File: config.mk
export PLATFORM = sky130hd
export DESIGN_NAME = crc5_serial
export DESIGN_NICKNAME = d
export VERILOG_FILES = /design/src/rtl/crc5_pkg.sv /design/src/rtl/crc5_rst_sync.sv /design/src/rtl/crc5_next.sv /design/src/rtl/crc5_state_reg.sv /design/src/rtl/crc5_serial.sv
export SDC_FILE = /design/constraint.sdc
export NUM_CORES = 1
export LEC_CHECK = 0
export CORE_AREA = 2 2 39 41
export CTS_BUF_LIST = sky130_fd_sc_hd__clkbuf_4
export DETAILED_ROUTE_END_ITERATION = 8
export DIE_AREA = 0 0 41 43
export PLACE_DENSITY = 0.54
export SLEW_MARGIN = 5
export SYNTH_ARGS = -nofsm -noshare
export SYNTH_HDL_FRONTEND = slang
export SYNTH_SLANG_ARGS = --single-unit
File: constraint.sdc
create_clock -name clk -period 1.05 [get_ports clk]
set_input_delay 0.105 -clock clk [delete_from_list [all_inputs] [get_ports clk]]
set_output_delay 0.105 -clock clk [all_outputs]
set_load 0.02 [all_outputs]
File: src/rtl/crc5_pkg.sv
package crc5_pkg;
  parameter int unsigned CRC_W = 5;
  // generator without its leading x^5 term: x^2 + 1
  parameter logic [CRC_W-1:0] CRC_POLY = 5'b00101;

  typedef enum logic {
    MODE_DIV  = 1'b0,
    MODE_FEED = 1'b1
  } crc_mode_e;
endpackage

File: src/rtl/crc5_rst_sync.sv
module crc5_rst_sync #(
  parameter int unsigned STAGES = 2
) (
  input  logic clk,
  input  logic arst_n,
  output logic srst_n
);
  logic [STAGES-1:0] sync_q;

  always_ff @(posedge clk or negedge arst_n) begin
    if (!arst_n) sync_q <= '0;
    else         sync_q <= {sync_q[STAGES-2:0], 1'b1};
  end

  assign srst_n = sync_q[STAGES-1];
endmodule

File: src/rtl/crc5_next.sv
module crc5_next
  import crc5_pkg::*;
#(
  parameter int unsigned W = CRC_W,
  parameter logic [W-1:0] POLY = CRC_POLY
) (
  input  logic [W-1:0] cur,
  input  logic         din,
  input  crc_mode_e    mode,
  output logic [W-1:0] nxt
);
  logic         fb;
  logic [W-1:0] shifted;
  logic [W-1:0] sub_mask;

  always_comb begin
    if (mode == MODE_DIV) begin
      // trial = {cur, din}; its top bit decides the subtraction
      fb      = cur[W-1];
      shifted = {cur[W-2:0], din};
    end else begin
      fb      = cur[W-1] ^ din;
      shifted = {cur[W-2:0], 1'b0};
    end
  end

  for (genvar i = 0; i < W; i++) begin : g_mask
    assign sub_mask[i] = POLY[i] & fb;
  end

  assign nxt = shifted ^ sub_mask;
endmodule

File: src/rtl/crc5_state_reg.sv
module crc5_state_reg #(
  parameter int unsigned W = 5
) (
  input  logic         clk,
  input  logic         rst_n,
  input  logic         clr,
  input  logic         en,
  input  logic [W-1:0] d,
  output logic [W-1:0] q
);
  always_ff @(posedge clk or negedge rst_n) begin
    if (!rst_n)   q <= '0;
    else if (clr) q <= '0;
    else if (en)  q <= d;
  end
endmodule

File: src/rtl/crc5_serial.sv
module crc5_serial
  import crc5_pkg::*;
(
  input  logic             clk,
  input  logic             rst_n,
  input  logic             clr,
  input  logic             bit_vld,
  input  logic             bit_in,
  input  logic             mode_sel,
  output logic [CRC_W-1:0] crc_out
);
  logic             srst_n;
  logic [CRC_W-1:0] rem_q;
  logic [CRC_W-1:0] rem_d;
  crc_mode_e        mode;

  assign mode = crc_mode_e'(mode_sel);

  crc5_rst_sync #(.STAGES(2)) u_rst (
    .clk    (clk),
    .arst_n (rst_n),
    .srst_n (srst_n)
  );

  crc5_next #(.W(CRC_W), .POLY(CRC_POLY)) u_next (
    .cur  (rem_q),
    .din  (bit_in),
    .mode (mode),
    .nxt  (rem_d)
  );

  crc5_state_reg #(.W(CRC_W)) u_rem (
    .clk   (clk),
    .rst_n (srst_n),
    .clr   (clr),
    .en    (bit_vld),
    .d     (rem_d),
    .q     (rem_q)
  );

  assign crc_out = rem_q;

  // clear wins over a valid bit
  a_r2_clear_zero: assert property (@(posedge clk) disable iff (!srst_n)
    clr |=> (crc_out == '0));

  // no accepted bit, no change
  a_r3_hold_idle: assert property (@(posedge clk) disable iff (!srst_n)
    (!clr && !bit_vld) |=> $stable(crc_out));

  // long division with a clear top bit is a pure shift-in
  a_r4_div_no_sub: assert property (@(posedge clk) disable iff (!srst_n)
    (!clr && bit_vld && !mode_sel && !crc_out[CRC_W-1])
      |=> (crc_out == {$past(crc_out[CRC_W-2:0]), $past(bit_in)}));

  // in direct feed, bit 0 carries the feedback term
  a_r7_feed_lsb: assert property (@(posedge clk) disable iff (!srst_n)
    (!clr && bit_vld && mode_sel)
      |=> (crc_out[0] == ($past(crc_out[CRC_W-1]) ^ $past(bit_in))));
endmodule

# Word-level counts from Yosys, hierarchy flattened
# Index checks and enable logic that the tools add are counted.
# totals
register_bits	7
input_bits	6
output_inout_bits	5
elab_cells	9
# op_classes
muxes	4
n_bitwise	2
reduce_logical	1
# op_table
operator	n
5-bit two-way mux	2
5-bit by 3-bit XOR with 5-bit output	1
1-bit two-way mux	2
2-bit nonzero test	1
1-bit XOR	1

# Longest topological paths before layout
# Gate-level depths: netlist of run 1.
# logic_depth
word_depth	5
depth_mapped	4
depth_no_buf	3

# Cells and area by module
# A second synthesis of run 1 with hierarchy kept.
# unflattened
cells_unflattened	26
hier_area_um2	311.5
# modules_own_cells
module	instances	cells_per_inst	area_each_um2	seq_area_each_um2
crc5_state_reg	1	16	205.2	125.1
crc5_rst_sync	1	3	53.8	50.0
crc5_next	1	7	52.6	0.0

# Least setup slack after synthesis of run 1
# OpenSTA, ideal clock, no wires.
# synth_path
path_type	flip-flop to flip-flop
from	reg u_rem.q[4]
to	reg u_rem.q[2]
setup_ns	0.080
arrival_ns	0.907
required_ns	0.970
path_slack_ns	0.063
stages_incl_launch_ff	4
path_buffers	0
synth_period_minus_slack_ns	0.987
cell_sequence	dfrtp_1 -> xnor2_1 -> nand4_1 -> o211ai_2
# synth_via
elab_chain_cells	5
# synth_rtl
item	line	source
start, declared	crc5_state_reg.sv:9	output logic [W-1:0] q
start signal, assigned	crc5_state_reg.sv:12	if (!rst_n) q <= '0;
start signal, assigned	crc5_state_reg.sv:13	else if (clr) q <= '0;
start signal, assigned	crc5_state_reg.sv:14	else if (en) q <= d;
1-bit XOR	crc5_next.sv:22	fb = cur[W-1] ^ din;
1-bit two-way mux (*)	crc5_next.sv:17	if (mode == MODE_DIV) begin
5-bit by 3-bit XOR with 5-bit output (*)	crc5_next.sv:31	assign nxt = shifted ^ sub_mask;
5-bit two-way mux (*)	crc5_state_reg.sv:14	
5-bit two-way mux (*)	crc5_state_reg.sv:13	
# Mark *: on every way between the ends. The rest lies on a longest branch, timed or not. The select of a mux whose other input is x is not followed.
# A chain may end at the register's enable or synchronous reset.

# Worst setup path after layout of run 1
# layout_path
from	reg u_rem.q[1]
to	reg u_rem.q[2]
# layout_via
elab_chain_cells	3
# layout_rtl
item	line
5-bit by 3-bit XOR with 5-bit output	crc5_next.sv:31
5-bit two-way mux	crc5_state_reg.sv:14
5-bit two-way mux	crc5_state_reg.sv:13
# No other way between the ends. The select of a mux whose other input is x is not followed.

==> results of run 1 <==
-- metrics by stage --
| stage | total power, mW | util, % | worst slack, ns |
|---|---|---|---|
| after floorplan | 0.333 | - | 0.0632 |
| after global placement | 0.397 | 34.5 | -0.0581 |
| after detailed placement | 0.400 | 34.5 | -0.0883 |
| after CTS | 0.670 | 37.2 | 0.00135 |
| after global routing | 0.709 | 37.7 | -0.0152 |
| final | 0.654 | 37.7 | 0.0419 |
-- kinds of logic after synthesis --
group	count (synthesis)
flip-flops	7
XOR/XNOR	2
AND/OR/NAND/NOR	10
buffers and inverters	1
multiplexers	3
AO/OA/AOI/OAI	2
other	1
-- registers in the layout (all words and copies together), names as in the netlist --
name	flops
u_rem.q	5
u_rst.sync_q	2
-- timing repair --
action	in CTS	in global routing
setup endpoints to repair	6	7
pin swaps	0	2
hold endpoints to repair	0	2
resized for setup	10	5
hold buffers	0	1
setup buffers	0	0
-- metal layers --
| metal | routed length, um | vias up | GRT usage, % |
|---|---|---|---|
| met5 | 0 | - | 0 |
| met4 | 0 | 0 | 6.00 |
| met3 | 44 | 0 | 4.71 |
| met2 | 375 | 7 | 17.5 |
| met1 | 217 | 124 | 6.98 |
| li1 | - | 132 | - |
-- layout make-up --
| class | count | area, um2 |
|---|---|---|
| Clock buffer | 4 | 30.0 |
| Fill cell | 138 | 862 |
| Multi-Input combinational cell | 18 | 134 |
| Sequential cell | 7 | 175 |
| Tap cell | 16 | 20.0 |
| Timing Repair Buffer | 20 | 163 |
-- worst max-delay path, delay by kind of cell, from the launching register on --
family                 cells  cell delay, ns
flip-flops                 1            0.37
XOR/XNOR                   1            0.17
buffers and inverters      1            0.15
AND/OR/NAND/NOR            1            0.13
AO/OA/AOI/OAI              1            0.10
-- how the worst max path moves through the flow --
| stage | to | slack (ns) | depth (start not counted) |
|---|---|---|---|
| finish | u_rem.q[2] | 0.04 | 4 |
| global route | u_rem.q[2] | -0.02 | 4 |
| global placement | u_rem.q[2] | -0.06 | 4 |
| CTS | u_rem.q[2] | 0.001 | 4 |
| floorplan | u_rem.q[2] | 0.06 | 3 |
| detailed placement | u_rem.q[2] | -0.09 | 4 |
-- placed cells by master (no fill, tap or decap), types with 2 or more instances in the layout --
master and count:
clkbuf_2 3, buf_4 9, clkdlybuf4s50_1 5, nor2_1 5
mux2i_1 3, clkdlybuf4s15_1 2, nand2_1 3, dfrtp_1 7
clkbuf_4 4
-- power breakdown --
part	leakage [nW]	internal, mW	switching, mW
clock	0.0184	0.170	0.0879
sequential	0.0913	0.282	0.00826
combinational	0.145	0.0612	0.0446
==> impl_metrics.tcl, run 1 <==
set metrics [dict create \
    grt_pass1_vias 288 \
    final_area_um2 522 \
    num-nets-final 56 \
    grt_max_degree 6 \
    postRouteAntennaNets 0 \
    synthMuxAreaShare_pct 10.1 \
    clock_skew_ns 0.00138 \
    fin_cells 65 \
    port_buffers 10 \
    die_h_um 43 \
    route.detailed.drc 0 \
    num_rows 14 \
    synth_cells 26 \
    synth_top_family_by_area "simple AND/OR/NAND/NOR gates" \
    avgSynthCellArea_um2 11.5 \
    num_vias 263 \
    synthAdderAreaFrac_pct 0 \
    fin_crit_ns 1.01 \
    antenna_cells 0 \
    synth_cell_types 11 \
    track_usage_pct 9.63 \
    ir_drop_uv 479 \
    crit_type "reg2reg" \
    hold_viol_final 0 \
    p_per_area_nw_per_um2 1250 \
    rsz0062_at_grt "true" \
    synth.area.top_cells "dfrtp_1 (59%), mux2i_1 (10%), nor2_1 (6.3%)" \
    fin_crit_sh_pct 96.0 \
    synthSimpleGateAreaFrac_pct 14.7 \
    synth_nets 32 \
    clkTransAtPathRegs_ns 0.05 \
    drt_wl_total_um 637 \
    drt-initial-drc-count 3 \
    yosysTopAreaCell "dfrtp_1" \
    async_flop_share_pct 100 \
    critPathLaunchType "register" \
    setup_viol 0 \
    routedWlPerCell_um 9.80 \
    whs_ns 0.0752 \
    htreeDepth 1 \
    tritoncts "done" \
    root_buffer "clkbuf_4" \
    die_w_um 41 \
    placed_area_um2 478 \
    finalSetupTns_ns 0 \
    cts_num_sinks 7 \
    syn2layout_area_growth_pct 75.2 \
    end_kind "register" \
    hpwl_um 554 \
    p_leak_nw 0.255 \
    cp.required_ns 1.21 \
    clkLatencyLatePin_ns 0.24 \
    hold_class "reg2async" \
    synth_compound_area_share_pct 6.72 \
    synth_most_common_cell "dfrtp_1" \
    antenna_found_initial 0 \
    slowest_delay_ns 0.37 \
    fmax_mhz 992 \
    cp_max_fo 2 \
    grt.overflow.total 0 \
    coreArea_um2 1380 \
    vias_per_cell 4.05 \
    crit_arrival_ns 1.17 \
    ys_seq_elements 7 \
    drv_cap 0 \
    ff2ff_setup_slack_ns 0.04 \
    r2r_start "u_rem.q[1]" \
    globalplace.congestion 0.548 \
    yosys.area_share.xor_xnor_pct 5.88 \
    grt_pass1_wl_um 1060 \
    ys_seq_area_share_pct 58.8 \
    netlist_area_um2 298 \
    crit_chain "buf_4 > xnor2_4 > nand4_1 > o211ai_2" \
    die-area_um2 1760 \
    cts_buffers 3 \
    place_inst 60 \
    io_pins 11 \
    synth_top_area_share_pct 58.8 \
    firstDrtPassIters 2 \
    start_util_pct 21.5 \
    cp_slowest_cell "dfrtp_1" \
    status "complete, no violations" \
    clockBufferDepth 2 \
    netlist_top_cells_count "dfrtp_1 (7), nor2_1 (5), mux2i_1 (3), nand2_1 (3), xnor2_1 (2)" \
    drv_slew 0 \
    synth_ff_type "dfrtp_1" \
    critPathLaunch "u_rem.q[1]" \
    synth_edf_count 0 \
    yosysWarnings 0 \
    r2r-end "u_rem.q[2]" \
    rr_worst_depth 4 \
    layout-drive-gt1-share_pct 36.7 \
]
Power figures use the tool's default switching activity.
==> inputs of run 2 (changes only) <==
--- a/config.mk
+++ b/config.mk
@@ -5,12 +5,15 @@
 export SDC_FILE = /design/constraint.sdc
 export NUM_CORES = 1
 export LEC_CHECK = 0
+export CAP_MARGIN = 20
+export CELL_PAD_IN_SITES_DETAIL_PLACEMENT = 2
+export CELL_PAD_IN_SITES_GLOBAL_PLACEMENT = 2
 export CORE_AREA = 2 2 39 41
 export CTS_BUF_LIST = sky130_fd_sc_hd__clkbuf_4
 export DETAILED_ROUTE_END_ITERATION = 8
 export DIE_AREA = 0 0 41 43
-export PLACE_DENSITY = 0.54
-export SLEW_MARGIN = 5
+export PLACE_DENSITY = 0.75
+export SLEW_MARGIN = 20
 export SYNTH_ARGS = -nofsm -noshare
 export SYNTH_HDL_FRONTEND = slang
 export SYNTH_SLANG_ARGS = --single-unit
==> impl_metrics.tcl, run 2 (same netlist as run 1, synthesis figures left out) <==
set metrics [dict create \
    crit_chain "buf_4 > xnor2_2 > nand4_1 > o211ai_2" \
    num_rows 14 \
    slowest_delay_ns 0.38 \
    cp_max_fo 2 \
    crit_type "reg2reg" \
    clock_skew_ns 0.00274 \
    gr-usage-met2_pct 16.6 \
    grt.overflow.total 0 \
    drt_wl_total_um 733 \
    layout-drive-gt1-share_pct 37.0 \
    num-nets-final 53 \
    cp.required_ns 1.21 \
    fmax_mhz 995 \
    cts_buffers 3 \
    hpwl_um 654 \
    drv_cap 0 \
    grt_util_met3_pct 1.57 \
    track_usage_pct 11.2 \
    cp_slowest_cell "dfrtp_1" \
    final_cell_mix "buf_4 (7), dfrtp_1 (7), nor2_1 (5), clkdlybuf4s50_1 (5), clkbuf_4 (4)" \
    placed_area_um2 463 \
    vias_per_cell 4.00 \
    grt_max_degree 7 \
    p_per_area_nw_per_um2 1320 \
    routedWlPerCell_um 11.8 \
    fin_crit_ns 1.01 \
    fin_crit_sh_pct 95.8 \
    route.detailed.drc 0 \
    end_kind "register" \
    busiest_layer "met2" \
    top_register "u_rem.q" \
    status "complete, no violations" \
    ir_drop_uv 548 \
    power.internal_mw 0.505 \
    p_comb_share_pct 15.1 \
    htreeDepth 1 \
    port_buffers 10 \
    place_inst 58 \
    p_sw_mw 0.143 \
    drv_slew 0 \
    die-area_um2 1760 \
    antenna_found_initial 0 \
    finalSetupTns_ns 0 \
    die_w_um 41 \
    final_area_um2 490 \
    pwr-share-seq_pct 44.8 \
    grtUsageMet1_pct 13.0 \
    coreArea_um2 1380 \
    p_leak_nw 0.241 \
    num_vias 248 \
    fin_cells 62 \
    clockBufferDepth 2 \
    globalplace.congestion 0.636 \
    die_h_um 43 \
    critPathLaunch "u_rem.q[1]" \
    layout_setup_ws_ns 0.0446 \
    firstDrtPassIters 1 \
    p_clk_share_pct 40.1 \
    p_total_mw 0.648 \
    drt-initial-drc-count 0 \
    start_util_pct 21.5 \
    dpl_worst_slack_ns -0.163 \
    tritoncts "done" \
    netSwitchingFraction_pct 22.0 \
    grt_pass1_wl_um 1210 \
    clkTransAtPathRegs_ns 0.05 \
    crit_arrival_ns 1.17 \
    rr_worst_depth 4 \
    cts_num_sinks 7 \
    postRouteAntennaNets 0 \
    io_pins 11 \
    cts_setup_buffers 0 \
    largest_reg_flops 5 \
    endpoint "u_rem.q[2]" \
    antenna_cells 0 \
    critPathLaunchType "register" \
    grt_pass1_vias 275 \
    hold_viol_final 0 \
    setup_viol 0 \
    r2r_start "u_rem.q[1]" \
    r2r-end "u_rem.q[2]" \
    ff2ff_setup_slack_ns 0.04 \
    syn2layout_area_growth_pct 64.7 \
    root_buffer "clkbuf_4" \
    top_regs "u_rem.q: 5 flops, u_rst.sync_q: 2 flops" \
    clkLatencyLatePin_ns 0.24 \
    hold_class "in2async" \
]
-- run 2: cell types whose count changed in the layout (fill, tap and decap cells not counted) --
cell | before | now
a211oi_2 | 0 | 1
buf_4 | 9 | 7
xnor2_4 | 1 | 0
xnor2_2 | 0 | 1
a211oi_1 | 1 | 0
dlygate4sd3_1 | 1 | 0
-- run 2: power by group through the flow --
stage | registers, mW | logic (mW) | clock network [mW]
global placement | 0.294 | 0.0969 | 0
global route | 0.292 | 0.105 | 0.288
finish | 0.290 | 0.0979 | 0.260
detailed placement | 0.296 | 0.102 | 0
CTS | 0.291 | 0.100 | 0.277
floorplan | 0.305 | 0.0275 | 0
-- run 2: worst min-delay path by stage --
stage / to / depth (start not counted) / from / slack [ns]
after floorplan: u_rst.sync_q[0] / 0 / rst_n / -0.19
after global placement: u_rem.q[1] / 0 / u_rst.sync_q[1] / 0.07
after detailed placement: u_rem.q[1] / 0 / u_rst.sync_q[1] / 0.08
after CTS: u_rst.sync_q[0] / 1 / rst_n / 0.01
after global routing: u_rst.sync_q[0] / 1 / rst_n / 0.01
final: u_rst.sync_q[0] / 1 / rst_n / 0.02
-- run 2: metal layers --
metal	wire length [um]	vias up
met1	281	117
met5	0	-
li1	-	124
met4	8	0
met2	408	5
met3	34	2
-- run 2: area by class of cell --
class	instances	area [um2]
repair buffers	17	138
fillers	160	893
clock buffers	4	30.0
flip-flops and latches	7	175
well taps	16	20.0
multi-input cells	18	128
-- run 2: critical path: cells and delay by family, from the launching register on --
kind,cells,cell delay [ns]
compound gates,1,0.09
buf+inv,1,0.15
flops,1,0.38
xor+xnor,1,0.18
simple gates,1,0.13
-- run 2: metrics by stage --
stage          hold WS, ns  utilization [%]
2_1_floorplan       -0.191                -
3_3_place_gp        0.0694             33.5
3_5_place_dp        0.0840             33.5
4_1_cts             0.0103             36.1
5_1_grt             0.0127             35.4
6_report            0.0184             35.4
-- run 2: what timing repair did --
action,in CTS,in global routing
pin swaps,0,0
endpoints found under the hold margin,0,0
hold buffers,0,0
gates cloned,0,0
resized for setup,10,5
setup endpoints to repair,6,5
